===== src/rtl/pdm_fe_pkg.sv =====
package pdm_fe_pkg;
  localparam int HALF_W    = 4;
  localparam int NUM_LANES = 2;
  localparam int LANE_L    = 0;
  localparam int LANE_R    = 1;

  typedef logic [HALF_W-1:0] half_t;

  typedef enum logic {
    CAP_UNI = 1'b0,
    CAP_MUX = 1'b1
  } cap_mode_e;

  typedef struct packed {
    half_t     half;
    cap_mode_e mode;
  } cap_cfg_t;
endpackage


===== src/rtl/pdm_rst_sync.sv =====
module pdm_rst_sync #(
  parameter int STAGES = 2
) (
  input  logic clk,
  input  logic rst_n,
  output logic rst_core_n
);
  logic [STAGES-1:0] sync_q;

  always_ff @(posedge clk or negedge rst_n) begin
    if (!rst_n) begin
      sync_q <= '0;
    end else begin
      sync_q <= {sync_q[STAGES-2:0], 1'b1};
    end
  end

  assign rst_core_n = sync_q[STAGES-1];
endmodule


===== src/rtl/pdm_clk_gen.sv =====
module pdm_clk_gen
  import pdm_fe_pkg::*;
#(
  parameter int HALF_SLOW = 8,
  parameter int HALF_MID  = 6,
  parameter int HALF_FAST = 4
) (
  input  logic      clk,
  input  logic      rst_n,
  input  logic [1:0] rate_sel,
  input  logic      mux_sel,
  input  logic      pwr_dn,
  output logic      mic_clk,
  output logic      smp_lo,
  output logic      smp_hi,
  output logic      cfg_chg,
  output logic      running,
  output cap_mode_e mode_act
);
  localparam half_t H_S = half_t'(HALF_SLOW);
  localparam half_t H_M = half_t'(HALF_MID);
  localparam half_t H_F = half_t'(HALF_FAST);

  half_t    cnt_q, cnt_d;
  logic     clk_q, clk_d;
  cap_cfg_t cfg_q, cfg_req;
  logic     run, half_end, smp_pt, load;

  // requested configuration decoded from the inputs
  always_comb begin
    case (rate_sel)
      2'd0:    cfg_req.half = H_S;
      2'd1:    cfg_req.half = H_M;
      default: cfg_req.half = H_F;
    endcase
    cfg_req.mode = mux_sel ? CAP_MUX : CAP_UNI;
  end

  // next state of the half-period counter and the clock level
  always_comb begin
    run      = !(pwr_dn && !clk_q);
    half_end = (cnt_q == cfg_q.half - half_t'(1));
    smp_pt   = (cnt_q == cfg_q.half - half_t'(2));
    load     = !run || (half_end && !clk_q);
    cnt_d    = cnt_q;
    clk_d    = clk_q;
    if (!run) begin
      cnt_d = '0;
      clk_d = 1'b0;
    end else if (half_end) begin
      cnt_d = '0;
      clk_d = !clk_q;
    end else begin
      cnt_d = cnt_q + half_t'(1);
    end
  end

  always_ff @(posedge clk or negedge rst_n) begin
    if (!rst_n) begin
      cnt_q <= '0;
      clk_q <= 1'b0;
    end else begin
      cnt_q <= cnt_d;
      clk_q <= clk_d;
    end
  end

  always_ff @(posedge clk or negedge rst_n) begin
    if (!rst_n) begin
      cfg_q <= '{half: H_S, mode: CAP_UNI};
    end else if (load) begin
      cfg_q <= cfg_req;
    end
  end

  assign cfg_chg  = load && (cfg_req != cfg_q);
  assign smp_lo   = run && smp_pt && !clk_q;
  assign smp_hi   = run && smp_pt && clk_q;
  assign running  = run;
  assign mic_clk  = clk_q;
  assign mode_act = cfg_q.mode;
endmodule


===== src/rtl/pdm_capture.sv =====
module pdm_capture
  import pdm_fe_pkg::*;
(
  input  logic                 clk,
  input  logic                 rst_n,
  input  logic                 smp_lo,
  input  logic                 smp_hi,
  input  logic                 clr,
  input  cap_mode_e            mode,
  input  logic                 pin_a,
  input  logic                 pin_b,
  output logic [NUM_LANES-1:0] emit,
  output logic [NUM_LANES-1:0] val
);
  logic hold_q, hold_d, hold_en;
  logic pend_q, pend_d;

  always_comb begin
    hold_en = (mode == CAP_MUX) && smp_lo;
    hold_d  = pin_a;
    pend_d  = pend_q;
    if (clr) begin
      pend_d = 1'b0;
    end else if (hold_en) begin
      pend_d = 1'b1;
    end else if (smp_hi) begin
      pend_d = 1'b0;
    end
  end

  always_comb begin
    if (mode == CAP_UNI) begin
      emit[LANE_L] = smp_lo;
      emit[LANE_R] = smp_lo;
      val[LANE_L]  = pin_a;
      val[LANE_R]  = pin_b;
    end else begin
      emit[LANE_L] = smp_hi && pend_q;
      emit[LANE_R] = smp_hi && pend_q;
      val[LANE_L]  = hold_q;
      val[LANE_R]  = pin_a;
    end
  end

  always_ff @(posedge clk or negedge rst_n) begin
    if (!rst_n) begin
      hold_q <= 1'b0;
    end else if (hold_en) begin
      hold_q <= hold_d;
    end
  end

  always_ff @(posedge clk or negedge rst_n) begin
    if (!rst_n) begin
      pend_q <= 1'b0;
    end else begin
      pend_q <= pend_d;
    end
  end
endmodule


===== src/rtl/pdm_lane.sv =====
module pdm_lane (
  input  logic clk,
  input  logic rst_n,
  input  logic emit,
  input  logic val,
  input  logic en,
  output logic bit_o,
  output logic vld_o
);
  logic bit_q, bit_d, vld_q, vld_d;

  always_comb begin
    vld_d = emit && en;
    if (!en) begin
      bit_d = 1'b0;
    end else if (emit) begin
      bit_d = val;
    end else begin
      bit_d = bit_q;
    end
  end

  always_ff @(posedge clk or negedge rst_n) begin
    if (!rst_n) begin
      bit_q <= 1'b0;
      vld_q <= 1'b0;
    end else begin
      bit_q <= bit_d;
      vld_q <= vld_d;
    end
  end

  assign bit_o = bit_q;
  assign vld_o = vld_q;
endmodule


===== src/rtl/pdm_mic_frontend.sv =====
module pdm_mic_frontend
  import pdm_fe_pkg::*;
#(
  parameter int HALF_SLOW = 8,
  parameter int HALF_MID  = 6,
  parameter int HALF_FAST = 4
) (
  input  logic       clk,
  input  logic       rst_n,
  input  logic [1:0] rate_sel,
  input  logic       mux_mode,
  input  logic [1:0] mic_en,
  input  logic       pwr_dn,
  input  logic       pdm_a,
  input  logic       pdm_b,
  output logic       mic_clk,
  output logic       left_bit,
  output logic       left_vld,
  output logic       right_bit,
  output logic       right_vld
);
  logic                 rst_core_n;
  logic                 smp_lo, smp_hi, cfg_chg, running;
  cap_mode_e            mode_act;
  logic [NUM_LANES-1:0] emit, val, lane_bit, lane_vld;

  pdm_rst_sync #(.STAGES(2)) u_rst (
    .clk        (clk),
    .rst_n      (rst_n),
    .rst_core_n (rst_core_n)
  );

  pdm_clk_gen #(
    .HALF_SLOW (HALF_SLOW),
    .HALF_MID  (HALF_MID),
    .HALF_FAST (HALF_FAST)
  ) u_clk (
    .clk      (clk),
    .rst_n    (rst_core_n),
    .rate_sel (rate_sel),
    .mux_sel  (mux_mode),
    .pwr_dn   (pwr_dn),
    .mic_clk  (mic_clk),
    .smp_lo   (smp_lo),
    .smp_hi   (smp_hi),
    .cfg_chg  (cfg_chg),
    .running  (running),
    .mode_act (mode_act)
  );

  pdm_capture u_cap (
    .clk    (clk),
    .rst_n  (rst_core_n),
    .smp_lo (smp_lo),
    .smp_hi (smp_hi),
    .clr    (cfg_chg || !running),
    .mode   (mode_act),
    .pin_a  (pdm_a),
    .pin_b  (pdm_b),
    .emit   (emit),
    .val    (val)
  );

  for (genvar i = 0; i < NUM_LANES; i++) begin : g_lane
    pdm_lane u_lane (
      .clk   (clk),
      .rst_n (rst_core_n),
      .emit  (emit[i]),
      .val   (val[i]),
      .en    (mic_en[i]),
      .bit_o (lane_bit[i]),
      .vld_o (lane_vld[i])
    );
  end

  assign left_bit  = lane_bit[LANE_L];
  assign left_vld  = lane_vld[LANE_L];
  assign right_bit = lane_bit[LANE_R];
  assign right_vld = lane_vld[LANE_R];
endmodule


===== config.mk =====
export PLATFORM = sky130hd
export DESIGN_NAME = pdm_mic_frontend
export DESIGN_NICKNAME = d
export VERILOG_FILES = /design/src/rtl/pdm_fe_pkg.sv /design/src/rtl/pdm_rst_sync.sv /design/src/rtl/pdm_clk_gen.sv /design/src/rtl/pdm_capture.sv /design/src/rtl/pdm_lane.sv /design/src/rtl/pdm_mic_frontend.sv
export SDC_FILE = /design/constraint.sdc
export NUM_CORES = 1
export LEC_CHECK = 0
export ABC_AREA = 0
export BUFFER_PORTS_ARGS = -buffer_cell sky130_fd_sc_hd__buf_2
export CORE_UTILIZATION = 60
export CTS_BUF_LIST = sky130_fd_sc_hd__clkbuf_4
export DETAILED_ROUTE_END_ITERATION = 7
export MAX_ROUTING_LAYER = met4
export PLACE_DENSITY = 0.84
export SETUP_SLACK_MARGIN = 0.5
export SKIP_LAST_GASP = 1
export SLEW_MARGIN = 40
export SYNTH_ARGS = -nofsm -noshare
export SYNTH_HDL_FRONTEND = slang
export SYNTH_SLANG_ARGS = --single-unit

===== constraint.sdc =====
create_clock -name clk -period 1.1 [get_ports clk]
set_input_delay 0.165 -clock clk [delete_from_list [all_inputs] [get_ports clk]]
set_output_delay 0.165 -clock clk [all_outputs]
set_load 0.03 [all_outputs]

==> out/results.tsv, run 1 <==
stage	metric	value	unit
outcome	status	stopped before the end	
outcome	Fail Step	5_1_grt	
outcome	Tool Error	[ERROR DPL-0033] detailed placement checks failed during check placement.	
yosys	sequential area share after synthesis	46.65	%
clock_tree	cell chosen for the clock root	clkbuf_4	
yosys	Post-Syn Area per Cell	12.20	um^2
global_route	antenna violations before repair	0	
yosys	Post-Syn Area	914.6	um^2
yosys	Mapped Cells	75	
yosys	Most used DFF post-synth	dfrtp_1	
timing	kind of the worst endpoint	register data pin	
floorplanning	Initial Util	66.94	%
clock_tree	Num CTS Buffers	3	
floorplanning	die width	41.05	um
yosys	Syn. warnings	0	
yosys	Net Count, Synth	87	
clock_tree	Sink Count	17	
floorplanning	# rows	13	
placement	placer congestion estimate	0.8340	
yosys	flops & latches, synth	17	
timing	GR repair worst EP	u_clk.mode_act$_DFFE_PN0P_/D	
floorplanning	io pins	15	
yosys	Synth area leader	dfrtp_1	
floorplanning	Die Y	41.05	um
yosys	async set-reset flop share out of synthesis	100.0	%
yosys	Distinct cells, synth	37	
global_route	largest net degree at the start of global routing	16	
clock_tree	Clock Path Buffers	2	
yosys	Post-synth EDFFs	0	
placement	DP HPWL	1745	um
placement	Placed Area	0.001196	mm^2
yosys	area share of the leading cell type in the synthesized netlist	43.78	%
placement	buffers added on ports	14	
clock_tree	H-tree levels	1	
yosys	Synth area leaders	dfrtp_1 44%, mux2i_1 4.4%, mux2_4 3.3%, dfstp_2 2.9%, ha_1 2.7%	
==> timing repair <==
action	in CTS
setup buffers	4
hold buffers	1
resized for setup	18
pin swaps	3
endpoints found under the hold margin	2
endpoints found under the setup margin	20
==> cell usage after synthesis, drive strengths merged (2+ instances only) <==
cell / count
a211oi: 2
and2: 2
and3: 5
buf: 2
dfrtp: 16
ha: 2
inv: 5
mux2: 4
mux2i: 4
nand2: 3
nand3: 3
nor2: 2
nor2b: 2
o211a: 2
or2: 2
xnor2: 2
xor2: 2
==> cell families after synthesis <==
| group | share of synthesized area [%] |
|---|---|
| other | 0.4100 |
| multiplexers | 10.12 |
| AO/OA/AOI/OAI | 9.439 |
| adder cells (fa/ha/maj) | 2.736 |
| buffers and inverters | 3.830 |
| flip-flops | 46.65 |
| AND/OR/NAND/NOR | 20.25 |
| XOR/XNOR | 6.567 |
==> metrics by stage <==
stage	cells	hold WS, ns	util [%]	setup slack [ns]	TNS (ns)
after floorplan	75	-0.1306	-	-0.7445	-8.033
after global placement	125	-0.05013	87.55	-0.7179	-9.031
after detailed placement	125	-0.04146	87.55	-0.7995	-10.03
after CTS	134	0.09012	97.34	-0.7646	-9.803
==> run 2, diff against run 1 <==
--- a/config.mk
+++ b/config.mk
@@ -7,12 +7,10 @@
 export LEC_CHECK = 0
 export ABC_AREA = 0
 export BUFFER_PORTS_ARGS = -buffer_cell sky130_fd_sc_hd__buf_2
-export CORE_UTILIZATION = 60
-export CTS_BUF_LIST = sky130_fd_sc_hd__clkbuf_4
+export CORE_AREA = 2 2 63 65
 export DETAILED_ROUTE_END_ITERATION = 7
-export MAX_ROUTING_LAYER = met4
-export PLACE_DENSITY = 0.84
-export SETUP_SLACK_MARGIN = 0.5
+export DIE_AREA = 0 0 65 67
+export PLACE_DENSITY_LB_ADDON = 0.15
 export SKIP_LAST_GASP = 1
 export SLEW_MARGIN = 40
 export SYNTH_ARGS = -nofsm -noshare
==> out/results.tsv, run 2 <==
stage	metric	value	unit	change
clock_tree	H-tree levels	1		unchanged
clock_tree	clk slew on worst S/H paths	0.07	ns	
cells_and_area	most common cell after layout, fill and taps aside	buf_4		
power_and_ir_drop	peak supply drop	0.0008770	V	
routing	WL/cell	11.15	um	
clock_tree	worst-skew pair later-pin latency	0.25	ns	
routing	DR pass1 iterations	4		
cells_and_area	Area Growth Syn to Fin	51.03	%	
yosys	Syn. warnings	0		unchanged
worst_setup_path	CP max FO	4		
yosys	top-count cell post-synth	dfrtp_1		
timing	max-slew violation count	0		
yosys	Post-synth EDFFs	0		unchanged
global_route	GR peak layer	met2		
cells_and_area	layout net count	133		
worst_setup_path	Reg2Reg Launch Point	u_clk.cfg_q[4]		
timing	final hold vios	0		
cells_and_area	Regs by FF count	u_clk.cnt_q x4, u_clk.cfg_q x3		
routing	DR iter-0 viols	18		
yosys	Synth area leaders	dfrtp_1 44%, mux2i_1 4.4%, mux2_4 3.3%, dfstp_2 2.9%, ha_1 2.7%		
yosys	leading cell types by count after synthesis	16 x dfrtp_1, 5 x inv_1, 4 x mux2i_1		
worst_setup_path	Worst R2R End	u_clk.cfg_q[3]		
yosys	Synth area leader	dfrtp_1		
global_route	largest net degree at the start of global routing	16		
routing	Routed WL	1874	um	
worst_setup_path	CP Launch Point	u_clk.cfg_q[4]		
cells_and_area	fillers	376		
routing	DR vias	711		
yosys	Most used DFF post-synth	dfrtp_1		
cells_and_area	max reg flops	4		
cells_and_area	layout cells sized above 1	54.17	%	
clock_tree	Clock Path Buffers	2		unchanged
yosys	Post-Syn Area per Cell	12.20	um^2	unchanged
yosys	async set-reset flop share out of synthesis	100.0	%	unchanged
global_route	gr usage total	10.30	%	
run	number of max-cap violations	0		
timing	RSZ-0062 raised after global routing	yes		
timing	fin crit share	163.9	%	
yosys	sequential area share after synthesis	46.65	%	unchanged
timing	final worst slack	-0.7024	ns	
yosys	Post-Syn Area	914.6	um^2	unchanged
clock_tree	Sink Count	17		unchanged
timing	Max Fclk	554.8	MHz	
worst_hold_path	Hold Crit Class	input pin to flip-flop		
floorplanning	Initial Util	25.36	%	-42 points
routing	vias per cell	4.232		
global_route	vias in the first global route	733		
worst_setup_path	worst path arrival time	1.94	ns	
floorplanning	# rows	22		+9
global_route	gr ovfl total	0		
yosys	area share of the leading cell type in the synthesized netlist	43.78	%	unchanged
yosys	flops & latches, synth	17		unchanged
floorplanning	io pins	15		unchanged
floorplanning	die width	65	um	+58%
routing	Remaining DRCs	0		
cells_and_area	Core Util, Final	38.31	%	
worst_setup_path	slowest stage delay, CP	0.53	ns	
worst_setup_path	critical path cell sequence	xor3_2 -> nor3_4 -> buf_6 -> a31oi_4 -> mux2_4		
cells_and_area	Largest Register	u_clk.cnt_q		
yosys	Net Count, Synth	87		unchanged
global_route	met2 usage	16.88	%	
power_and_ir_drop	Pwr per Cell Area	2919	mW/mm^2	
worst_setup_path	worst r2r path cells	5		
worst_setup_path	FF-to-FF setup slack	-0.70	ns	
worst_setup_path	Critical Path End	u_clk.cfg_q[3]		
worst_setup_path	slowest CP cell	dfstp_2		
worst_setup_path	critical path required time	1.24	ns	
floorplanning	full die area	0.004355	mm^2	
placement	Cells after DPL	161		+29%
worst_setup_path	Worst Setup Start Kind	flip-flop		
placement	placer congestion estimate	0.6811		-18%
yosys	Distinct cells, synth	37		unchanged
routing	post-route ant nets	0		
timing	Final Hold Slack	0.1549	ns	
timing	final worst path period need	1.802	ns	
clock_tree	cell chosen for the clock root	clkbuf_8		
timing	Final setup viols	14		
global_route	antenna violations before repair	0		
worst_setup_path	WS Path Type	flip-flop to flip-flop		
global_route	first-pass GRT wire length	3312	um	
global_route	met3 usage in global routing	3.547	%	
timing	skew final	0.003824	ns	
placement	buffers added on ports	14		unchanged
cells_and_area	Cell Count, Final, Fillers Out	168		
floorplanning	total core area	0.003606	mm^2	
yosys	Mapped Cells	75		unchanged
floorplanning	Die Y	67	um	+63%
clock_tree	CTS tree	yes		
cells_and_area	commonest non-fill, non-tap cells in the layout	23 x buf_4, 16 x dfrtp_1, 13 x buf_2, 6 x buf_6		
worst_hold_path	Hold Path Depth	2		
power_and_ir_drop	P_leak	0.7087	nW	
outcome	failing checks	negative setup slack		
clock_tree	Num CTS Buffers	3		unchanged
outcome	status	complete, but fails checks		
cells_and_area	diode count	0		
global_route	met1 Usage GRT	12.70	%	
worst_setup_path	critical path capture point type	flip-flop		
placement	DP HPWL	1474	um	-16%
## run 2: worst min path at each step
stage / startpoint / endpoint
floorplan: rst_n / u_rst.sync_q[0]
global placement: rst_n / u_rst.sync_q[0]
detailed placement: rst_n / u_rst.sync_q[0]
CTS: mic_en[0] / g_lane[0].u_lane.bit_o
global route: mic_en[0] / g_lane[0].u_lane.bit_o
finish: mic_en[0] / g_lane[0].u_lane.bit_o
## run 2: final cells by class
type	instances	area, um^2	area share (%)
multi-input cells	51	515.5	37.32
flip-flops and latches	17	426.7	30.89
repair buffers	43	315.3	22.83
well taps	48	60.06	4.348
clock buffers	4	45.04	3.261
inverters	5	18.77	1.359
## run 2: per-stage QoR
stage                     cell area (um^2)  power [mW]  setup slack, ns  setup TNS (ns)
after floorplan                      929.6       2.338          -0.7450          -8.064
after global placement                1239       3.101          -0.7694          -9.374
after detailed placement              1239       3.105          -0.8039          -9.733
after CTS                             1336       3.811          -0.6948          -8.682
after global routing                  1381       4.338          -0.7528          -9.660
final                                 1381       4.032          -0.7024          -8.812
## run 2: timing repair
action / in CTS / in global routing
buffers inserted: 1 / 1
hold buffers: 1 / 0
pin swaps: 3 / 3
setup endpoints to repair: 15 / 15
hold endpoints to repair: 2 / 0
resized for setup: 9 / 7
## run 2: power by group
group	switching [mW]	leakage (nW)	internal, mW
Sequential	0.163	0.214	0.847
Clock	0.207	0.0228	0.257
Combinational	1.05	0.472	1.50
## run 2: logic make-up after synthesis
family / share of synthesized area, %
flip-flops: 46.65
adder cells (fa/ha/maj): 2.736
buffers and inverters: 3.830
AO/OA/AOI/OAI: 9.439
XOR/XNOR: 6.567
AND/OR/NAND/NOR: 20.25
multiplexers: 10.12
other: 0.4100
## run 2: critical path, delay by kind of cell, from the launching register on
family,cells,cell delay (ns)
DFF,1,0.53
and+or+nand+nor,1,0.16
muxes,1,0.31
xor gates and xnor gates,1,0.44
AOI/OAI and AO/OA,1,0.12
buffers and inverters,1,0.13
## run 2: metal layers
metal  vias up  wire [um]
li1        352          -
met1       347        830
met2        10        962
met3         2         65
met4         0         16
met5         -          0
Note: power is estimated with default switching activity, not from simulation.
==> run 3, diff against run 2 <==
==> constraint.sdc (replaced) <==
create_clock -name clk -period 2.2 [get_ports clk]
set_input_delay 0.33 -clock clk [delete_from_list [all_inputs] [get_ports clk]]
set_output_delay 0.33 -clock clk [all_outputs]
set_load 0.03 [all_outputs]
==> out/results.tsv, run 3 (synthesis gave the netlist of run 2 again) <==
stage	metric	value	unit	change
clock_tree	Sink Count	17		unchanged
global_route	first-pass GRT wire length	2704	um	-18%
outcome	status	finished, final reports clean		
cells_and_area	register area	426.7	um^2	unchanged
worst_setup_path	slowest stage delay, CP	0.42	ns	-0.11 ns
worst_setup_path	critical path required time	2.34	ns	+1.10 ns
global_route	antenna violations before repair	0		unchanged
worst_setup_path	Worst Setup Start Kind	flip-flop		
clock_tree	Clock Path Buffers	2		unchanged
cells_and_area	layout net count	109		-18%
routing	met3 WL post-DR	51	um	-22%
routing	DR vias	606		-15%
global_route	gr ovfl total	0		unchanged
routing	DR iter-0 viols	25		+7
routing	WL/cell	11.20	um	+0.42%
floorplanning	io pins	15		unchanged
routing	Remaining DRCs	0		unchanged
routing	met2 WL	753	um	-22%
clock_tree	cell chosen for the clock root	clkbuf_8		
clock_tree	H-tree levels	1		unchanged
placement	Placed Area	0.001036	mm^2	-16%
worst_setup_path	WS Path Type	flip-flop to flip-flop		
timing	Tightest Pin Transition	0.6123	ns	
clock_tree	worst-skew pair later-pin latency	0.25	ns	about the same
global_route	gr usage total	8.183	%	-2.1 points
cells_and_area	most common cell after layout, fill and taps aside	dfrtp_1		
cells_and_area	layout cells sized above 1	33.33	%	-21 points
timing	max-slew violation count	0		unchanged
timing	final worst path period need	2.086	ns	+0.2837 ns
power_and_ir_drop	Pwr per Cell Area	1377	mW/mm^2	-53%
cells_and_area	max reg flops	4		unchanged
worst_setup_path	critical path capture point type	flip-flop		
power_and_ir_drop	P_leak	0.5619	nW	-21%
timing	Final Hold Slack	0.2478	ns	+0.09295 ns
clock_tree	clk slew on worst S/H paths	0.07	ns	about the same
routing	vias per cell	4.208		-0.56%
cells_and_area	commonest non-fill, non-tap cells in the layout	16 x dfrtp_1, 14 x buf_2, 5 x inv_1, 4 x mux2i_1, 4 x buf_4		
cells_and_area	diode count	0		unchanged
placement	DP HPWL	1232	um	-16%
placement	buffers added on ports	14		unchanged
floorplanning	total core area	0.003606	mm^2	unchanged
worst_setup_path	slowest CP cell	dfrtp_1		
timing	final hold vios	0		unchanged
clock_tree	CTS tree	yes		
worst_setup_path	CP max FO	5		+1
cells_and_area	Largest Register	u_clk.cnt_q		
timing	Max-slew headroom	59.18	%	
timing	Max Fclk	479.4	MHz	-14%
cells_and_area	finished layout cell area	0.001115	mm^2	-19%
cells_and_area	Area Growth Syn to Fin	21.89	%	
worst_setup_path	worst path arrival time	2.23	ns	+0.29 ns
floorplanning	Initial Util	25.36	%	unchanged
cells_and_area	footprint of the multi-input gates	452.9	um^2	-12%
clock_tree	Num CTS Buffers	3		unchanged
floorplanning	full die area	0.004355	mm^2	unchanged
timing	RSZ-0062 raised after global routing	yes		
routing	DR pass1 iterations	4		unchanged
timing	skew final	0.005570	ns	+0.001746 ns
placement	placer congestion estimate	0.7009		+2.9%
cells_and_area	Regs by FF count	u_clk.cnt_q x4, u_clk.cfg_q x3		
floorplanning	# rows	22		unchanged
worst_hold_path	Hold Crit Class	flip-flop to asynchronous set/reset pin		
routing	top sig layer	met3		
routing	WL met1	807	um	-2.8%
cells_and_area	fillers	379		+0.80%
routing	Routed WL	1613	um	-14%
power_and_ir_drop	peak supply drop	0.0005567	V	-37%
floorplanning	die width	65	um	unchanged
clock_tree	post-cts sizing count	0		-9
timing	fin crit share	94.82	%	-69 points
worst_setup_path	critical path cell sequence	inv_1 -> ha_1 -> xor3_2 -> nor3_4 -> buf_4 -> a31oi_4 -> mux2_1		
global_route	vias in the first global route	619		-16%
floorplanning	Die Y	67	um	unchanged
timing	Final setup viols	0		-14
routing	post-route ant nets	0		unchanged
global_route	largest net degree at the start of global routing	16		unchanged
run	number of max-cap violations	0		unchanged
## run 3: cell count changes in the layout (fill, tap and decap cells not counted), sizes merged
cell / previous run / this run
clkbuf: 4 / 3
buf: 42 / 18
clkinv: 0 / 1
## run 3: per-layer routing
layer	global-route usage, %	vias to the layer above
met5	0	-
met4	2.394	0
met3	3.041	0
met2	13.27	9
met1	10.13	287
li1	-	310
## run 3: area by class of cell
type,count,share of cell area (%)
inverters,5,1.684
repair buffers,19,9.877
clock inverters,1,0.4489
multi-input cells,51,40.63
flip-flops and latches,17,38.27
clock buffers,3,3.704
well taps,48,5.387
## run 3: path summary, 6_finish.rpt
path                       slack (ns)                endpoint  cells after the start             from
min in group clk                 0.31  g_lane[0].u_lane.bit_o                      2        mic_en[0]
max reg2reg                      0.11          u_clk.mode_act                      7   u_clk.cfg_q[2]
min                              0.25          u_clk.cnt_q[0]                      0  u_rst.sync_q[1]
min reg2reg                      0.25          u_clk.cnt_q[0]                      0  u_rst.sync_q[1]
max                              0.11          u_clk.mode_act                      7   u_clk.cfg_q[2]
max in group asynchronous        1.55  g_lane[1].u_lane.bit_o                      0  u_rst.sync_q[1]
## run 3: worst max-delay path: cells and delay by family, from the launching register on
family / cells / cell delay (ns)
buf+inv: 2 / 0.24
compound gates: 1 / 0.12
mux: 1 / 0.34
xor+xnor: 1 / 0.40
fa+ha+maj: 1 / 0.21
simple gates: 1 / 0.25
flops: 1 / 0.42
## run 3: repair_timing
action,in CTS,in global routing
endpoints found under the setup margin,0,1
hold buffers,1,0
endpoints found under the hold margin,2,0
setup buffers,0,3
## run 3: power breakdown
group / internal (mW) / switching (mW)
clock: 0.126 / 0.111
sequential: 0.423 / 0.139
combinational: 0.390 / 0.347
## run 3: stage by stage
step	worst slack (ns)	std cells	TNS (ns)	power, mW	util [%]
final	0.1139	144	0	1.535	30.92
after global routing	-0.02089	144	-0.03445	1.659	30.92
after CTS	0.1075	141	0	1.480	30.29
after detailed placement	0.1137	136	0	1.235	28.73
after global placement	0.1728	136	0	1.236	28.73
after floorplan	0.3114	75	0	1.125	-
